## src/rtl/irq_router_pkg.sv

```systemverilog
package irq_router_pkg;
  // Register offsets; software depends on this placement.
  localparam int OFS_ENABLE = 0;
  localparam int OFS_PRIO   = 1;
  localparam int OFS_RSVD   = 2;
  localparam int OFS_PEND   = 3;
endpackage

```

## src/rtl/irq_cfg_regs.sv

```systemverilog
module irq_cfg_regs #(
  parameter int NUM_SRC = 4,
  parameter int PRIO_W  = 2
) (
  input  logic                      clk,
  input  logic                      rst_n,
  input  logic                      wr_enable_i,
  input  logic                      wr_prio_i,
  input  logic [NUM_SRC*PRIO_W-1:0] wdata_i,
  output logic [NUM_SRC-1:0]        enable_o,
  output logic [NUM_SRC*PRIO_W-1:0] prio_o
);
  localparam int PF_W = NUM_SRC * PRIO_W;

  always_ff @(posedge clk or negedge rst_n) begin
    if (!rst_n) begin
      enable_o <= '0;
      prio_o   <= '0;
    end else begin
      if (wr_enable_i) enable_o <= wdata_i[NUM_SRC-1:0];
      if (wr_prio_i)   prio_o   <= wdata_i[PF_W-1:0];
    end
  end

  AST_ENABLE_HOLDS: assert property (@(posedge clk) disable iff (!rst_n)
    !wr_enable_i |=> $stable(enable_o));
  AST_PRIO_HOLDS: assert property (@(posedge clk) disable iff (!rst_n)
    !wr_prio_i |=> $stable(prio_o));
endmodule

```

## src/rtl/irq_pending.sv

```systemverilog
module irq_pending #(
  parameter int NUM_SRC = 4
) (
  input  logic               clk,
  input  logic               rst_n,
  input  logic [NUM_SRC-1:0] src_i,
  input  logic [NUM_SRC-1:0] enable_i,
  input  logic               ack_we_i,
  input  logic [NUM_SRC-1:0] ack_data_i,
  output logic [NUM_SRC-1:0] pend_o
);
  logic [NUM_SRC-1:0] accept;
  logic [NUM_SRC-1:0] keep_mask;

  // Only enabled sources may raise a pending bit.
  assign accept = src_i & enable_i;
  // A write keeps the bits written as 1 and drops those written as 0.
  assign keep_mask = ack_we_i ? ack_data_i : '1;

  always_ff @(posedge clk or negedge rst_n) begin
    if (!rst_n) pend_o <= '0;
    else        pend_o <= (pend_o & keep_mask) | accept;
  end

  AST_REQ_LATCHES: assert property (@(posedge clk) disable iff (!rst_n)
    (accept != '0) |=> ((pend_o & $past(accept)) == $past(accept)));
  AST_NO_SET_DISABLED: assert property (@(posedge clk) disable iff (!rst_n)
    1'b1 |=> ((pend_o & ~$past(pend_o) & ~$past(src_i & enable_i)) == '0));
  AST_ACK_CLEARS: assert property (@(posedge clk) disable iff (!rst_n)
    (ack_we_i && src_i == '0) |=> ((pend_o & ~$past(ack_data_i)) == '0));
  AST_QUIET_HOLDS: assert property (@(posedge clk) disable iff (!rst_n)
    (!ack_we_i && src_i == '0) |=> $stable(pend_o));
endmodule

```

## src/rtl/irq_line_map.sv

```systemverilog
module irq_line_map #(
  parameter int NUM_SRC   = 4,
  parameter int NUM_LINES = 4,
  parameter int PRIO_W    = 2
) (
  input  logic                      clk,
  input  logic                      rst_n,
  input  logic [NUM_SRC-1:0]        pend_i,
  input  logic [NUM_SRC*PRIO_W-1:0] prio_i,
  output logic [NUM_LINES-1:0]      irq_o
);
  for (genvar l = 0; l < NUM_LINES; l++) begin : g_line
    logic [NUM_SRC-1:0] routed;
    for (genvar s = 0; s < NUM_SRC; s++) begin : g_src
      assign routed[s] = (prio_i[s*PRIO_W +: PRIO_W] == PRIO_W'(l));
    end
    assign irq_o[l] = |(pend_i & routed);
  end

  AST_LINES_IDLE: assert property (@(posedge clk) disable iff (!rst_n)
    (pend_i == '0) |-> (irq_o == '0));
  AST_LINES_BOUNDED: assert property (@(posedge clk) disable iff (!rst_n)
    $countones(irq_o) <= $countones(pend_i));
  AST_LINES_LIVE: assert property (@(posedge clk) disable iff (!rst_n)
    (pend_i != '0) |-> (irq_o != '0));
endmodule

```

## src/rtl/irq_router.sv

```systemverilog
module irq_router #(
  parameter int NUM_SRC   = 4,
  parameter int NUM_LINES = 4,  // at least 2
  parameter int DATA_W    = 8,
  parameter int ADDR_W    = 4
) (
  input  logic                 clk,
  input  logic                 rst_n,
  input  logic [ADDR_W-1:0]    bus_addr,
  input  logic                 bus_we,
  input  logic [DATA_W-1:0]    bus_wdata,
  output logic [DATA_W-1:0]    bus_rdata,
  input  logic [NUM_SRC-1:0]   src_pulse,
  output logic [NUM_LINES-1:0] cpu_irq
);
  import irq_router_pkg::*;

  localparam int PRIO_W = $clog2(NUM_LINES);
  localparam int PF_W   = NUM_SRC * PRIO_W;

  logic               sel_enable, sel_prio, sel_rsvd, sel_pend;
  logic [NUM_SRC-1:0] enable_q;
  logic [PF_W-1:0]    prio_q;
  logic [NUM_SRC-1:0] pend_q;

  assign sel_enable = (bus_addr == ADDR_W'(OFS_ENABLE));
  assign sel_prio   = (bus_addr == ADDR_W'(OFS_PRIO));
  assign sel_rsvd   = (bus_addr == ADDR_W'(OFS_RSVD));
  assign sel_pend   = (bus_addr == ADDR_W'(OFS_PEND));

  irq_cfg_regs #(.NUM_SRC(NUM_SRC), .PRIO_W(PRIO_W)) u_cfg (
    .clk         (clk),
    .rst_n       (rst_n),
    .wr_enable_i (bus_we && sel_enable),
    .wr_prio_i   (bus_we && sel_prio),
    .wdata_i     (bus_wdata[PF_W-1:0]),
    .enable_o    (enable_q),
    .prio_o      (prio_q)
  );

  irq_pending #(.NUM_SRC(NUM_SRC)) u_pend (
    .clk        (clk),
    .rst_n      (rst_n),
    .src_i      (src_pulse),
    .enable_i   (enable_q),
    .ack_we_i   (bus_we && sel_pend),
    .ack_data_i (bus_wdata[NUM_SRC-1:0]),
    .pend_o     (pend_q)
  );

  irq_line_map #(.NUM_SRC(NUM_SRC), .NUM_LINES(NUM_LINES), .PRIO_W(PRIO_W)) u_map (
    .clk    (clk),
    .rst_n  (rst_n),
    .pend_i (pend_q),
    .prio_i (prio_q),
    .irq_o  (cpu_irq)
  );

  always_comb begin
    bus_rdata = '0;
    if (sel_enable)    bus_rdata = DATA_W'(enable_q);
    else if (sel_prio) bus_rdata = DATA_W'(prio_q);
    else if (sel_pend) bus_rdata = DATA_W'(pend_q);
  end

  AST_RSVD_ZERO: assert property (@(posedge clk) disable iff (!rst_n)
    sel_rsvd |-> (bus_rdata == '0));
  AST_UNMAPPED_ZERO: assert property (@(posedge clk) disable iff (!rst_n)
    (bus_addr > ADDR_W'(OFS_PEND)) |-> (bus_rdata == '0));
endmodule

```

## config.mk

```make
export PLATFORM = sky130hd
export DESIGN_NAME = irq_router
export DESIGN_NICKNAME = d
export VERILOG_FILES = /design/src/rtl/irq_router_pkg.sv /design/src/rtl/irq_cfg_regs.sv /design/src/rtl/irq_pending.sv /design/src/rtl/irq_line_map.sv /design/src/rtl/irq_router.sv
export SDC_FILE = /design/constraint.sdc
export NUM_CORES = 1
export LEC_CHECK = 0
export BUFFER_PORTS_ARGS = -buffer_cell sky130_fd_sc_hd__buf_4
export CAP_MARGIN = 20
export CELL_PAD_IN_SITES_DETAIL_PLACEMENT = 0
export CELL_PAD_IN_SITES_GLOBAL_PLACEMENT = 1
export CORE_UTILIZATION = 40
export CTS_CLUSTER_DIAMETER = 150
export DETAILED_ROUTE_END_ITERATION = 10
export GPL_TIMING_DRIVEN = 0
export HOLD_SLACK_MARGIN = 0.15
export PLACE_DENSITY = 0.85
export SETUP_SLACK_MARGIN = 0.05
export SLEW_MARGIN = 40
export SYNTH_ARGS = -nofsm -noshare
export SYNTH_HDL_FRONTEND = slang
export SYNTH_SLANG_ARGS = --single-unit
export TNS_END_PERCENT = 100
```

## constraint.sdc

```tcl
create_clock -name clk -period 3.5 [get_ports clk]
set_input_delay 0.525 -clock clk [delete_from_list [all_inputs] [get_ports clk]]
set_output_delay 0.525 -clock clk [all_outputs]
set_load 0.05 [all_outputs]
```

==> flow_metrics.tcl <==
set metrics [dict create \
    crit_slowest_cell "nor4b_1" \
    dieArea_um2 2550 \
    syn_inst 88 \
    synth-compound-area-share_pct 13.5 \
    path_max_fanout 9 \
    synth_flop_cell "dfrtp_1" \
    crit_arrival_ps 1820 \
    hold_depth 3 \
    drtPass1Iterations 4 \
    num_vias 797 \
    crit_path_cell_trace "clkbuf_1, nor4b_1, and2_1, buf_4" \
    synth_simple_gate_area_share_pct 18.5 \
    rows 17 \
    holdWs_ps 412 \
    overflow 0 \
    hold_path_class "in2reg" \
    final_antenna_net_count 0 \
    endpoint_kind "primary output" \
    antenna_found_initial 0 \
    synthTopCellsByArea "dfrtp_1 42%, mux2_4 13%, nand2_1 5.6%" \
    io_pins 31 \
    yosysWarnings 0 \
    ys_seq_elements 16 \
    min_to "u_pend.pend_o[0]" \
    antenna_cells 0 \
    path_clk_slew_ps 100 \
    routed_wl_mm 2.07 \
    ir_drop_v 0.000292 \
    gr-usage-all-layers_pct 18.2 \
    status "completed" \
    clock_latency_ps 290 \
    tritoncts "built" \
    cts_root_buf "clkbuf_4" \
    layout.nets 141 \
    drc_errors 0 \
    power_mw 0.670 \
    place_congestion 0.795 \
    setup_violations 0 \
    initial_core_util_pct 42.6 \
    ys_seq_area_share_pct 42.5 \
    tns_ps 0 \
    synth_adder_area_share_pct 0 \
    grt_pass1_wl_mm 3.35 \
    drt_iter0_drc 14 \
    rsz0062_at_grt "false" \
    crit_family "simple AND/OR/NAND/NOR gates" \
    post_synth_xor_area_fraction_pct 0 \
    clock-skew-final_ps 0.112 \
    stdcell_count 149 \
    synth_nets 107 \
    reg2reg_depth 1 \
    fp.coreArea_um2 2210 \
    post-route-period-util_pct 67.0 \
    die_width_um 50.5 \
    place_hpwl_mm 1.58 \
    crit_buf_inv 2 \
    routedWlPerCell_um 13.9 \
    filler_cell_count 214 \
    rrSetupSlack_ps 2660 \
    synth_top_area_share_pct 42.5 \
    port_buffers 28 \
    area_delta_synth_final_pct 30.9 \
    critical_path_class "in2out" \
    cp_slowest_stage_delay_ps 530 \
    placedCellCount 144 \
    slew_headroom_pct 62.0 \
    synth-edff-count 0 \
    yosysTopAreaCell "dfrtp_1" \
    timing.rr.end "u_cfg.prio_o[1]" \
    tightest_slew_ps 561 \
    drive_gt1_share_pct 38.8 \
    layout_min_cycle_time_ps 2340 \
    async_flop_share_pct 100 \
    synth.most_common_cell "dfrtp_1" \
    grt_max_degree 17 \
    cts_setup_buffers 0 \
    synthMuxAreaShare_pct 21.8 \
    synth_top_family_by_area "multiplexers" \
    cts_made_buffers 3 \
    grt_pass1_vias 718 \
    required_ps 2970 \
    hold_violations 0 \
    worstHoldStart "src_pulse[0]" \
    clockBufferDepth 2 \
    vias_per_cell 5.35 \
    rr_startpoint "u_cfg.prio_o[1]" \
    avgSynthCellArea_um2 10.7 \
    h-tree-depth 1 \
    synth_top_cells_by_count "16 x dfrtp_1, 14 x nand2_1, 8 x mux2_4" \
    fmax_mhz 427 \
    startpoint_type "input pin" \
    numClockSinks 16 \
    ys_types 27 \
    fp.dieH_um 50.5 \
    maxSlewViolCount 0 \
    syn_area_um2 942 \
    pwr_density_cell_nw_per_um2 543 \
    cap_violations 0 \
    p_leak_nw 0.591 \
]
## how the worst max path moves through the flow
stage                    startpoint            to  cells past startpoint
finish                  bus_addr[0]  bus_rdata[5]                      4
global route            bus_addr[0]  bus_rdata[6]                      4
CTS                     bus_addr[0]  bus_rdata[5]                      4
detailed placement      bus_addr[0]  bus_rdata[5]                      4
global placement        bus_addr[0]  bus_rdata[4]                      4
floorplan           u_cfg.prio_o[6]    cpu_irq[0]                      1
## final cells by class
type / count / area (µm²) / area share (%)
Tap cell: 28 / 35.0 / 2.84
Clock buffer: 4 / 36.3 / 2.94
Sequential cell: 16 / 400 / 32.5
Inverter: 3 / 11.3 / 0.913
Multi-Input combinational cell: 65 / 507 / 41.1
Timing Repair Buffer: 29 / 220 / 17.8
Buffer: 4 / 23.8 / 1.93
## metrics by stage
stage               cell area (µm²)  worst slack [ps]  utilization (%)
finish                         1230              1160             55.8
detailed placement             1190              1140             53.7
CTS                            1230              1140             55.8
floorplan                       942               714                -
global placement               1190              1170             53.7
global route                   1230              1040             55.8
## sequential cells by signal, summed over array words and instances (netlist names)
name            count
u_cfg.prio_o        8
u_cfg.enable_o      4
u_pend.pend_o       4
## per-layer routing
| layer | global-route usage (%) | routed length, µm |
|---|---|---|
| met5 | 0 | 0 |
| met4 | 6.94 | 34 |
| met2 | 28.2 | 1030 |
| met1 | 23.1 | 907 |
| met3 | 6.67 | 100 |
## kinds of logic after synthesis
group,count (synthesis)
muxes,16
AOI/OAI and AO/OA,16
and+or+nand+nor,33
DFF,16
buffers and inverters,7
## layout by cell type (no fill, tap or decap), drive strengths merged
cell type    Yosys  final
a21oi            1      1
a2bb2oi          5      5
and2             5      5
buf              2     30
clkbuf           2      6
dfrtp           16     16
dlygate4sd3      0      1
inv              3      3
mux2            12     12
mux2i            4      4
nand2           14     14
nand3            2      2
nor2b            1      1
nor3             5      5
nor3b            1      1
nor4b            1      1
o211ai           1      1
o21a             1      1
o21ai            1      1
o221ai           2      2
o311ai           1      1
o31ai            3      3
o32a             1      1
or3              1      1
or3b             3      3
## where the power goes
part / total, mW / internal, mW / switching [mW] / leakage (nW)
clock network: 0.125 / 0.0635 / 0.0615 / 0.0210
registers: 0.267 / 0.222 / 0.0450 / 0.184
logic: 0.278 / 0.127 / 0.151 / 0.386
total: 0.670 / 0.412 / 0.258 / 0.591
## repair_timing
item,4_1_cts,5_1_grt
hold endpoints to repair,16,0
resized for setup,0,0
hold buffers,1,0
Power figures use the tool's default switching activity.
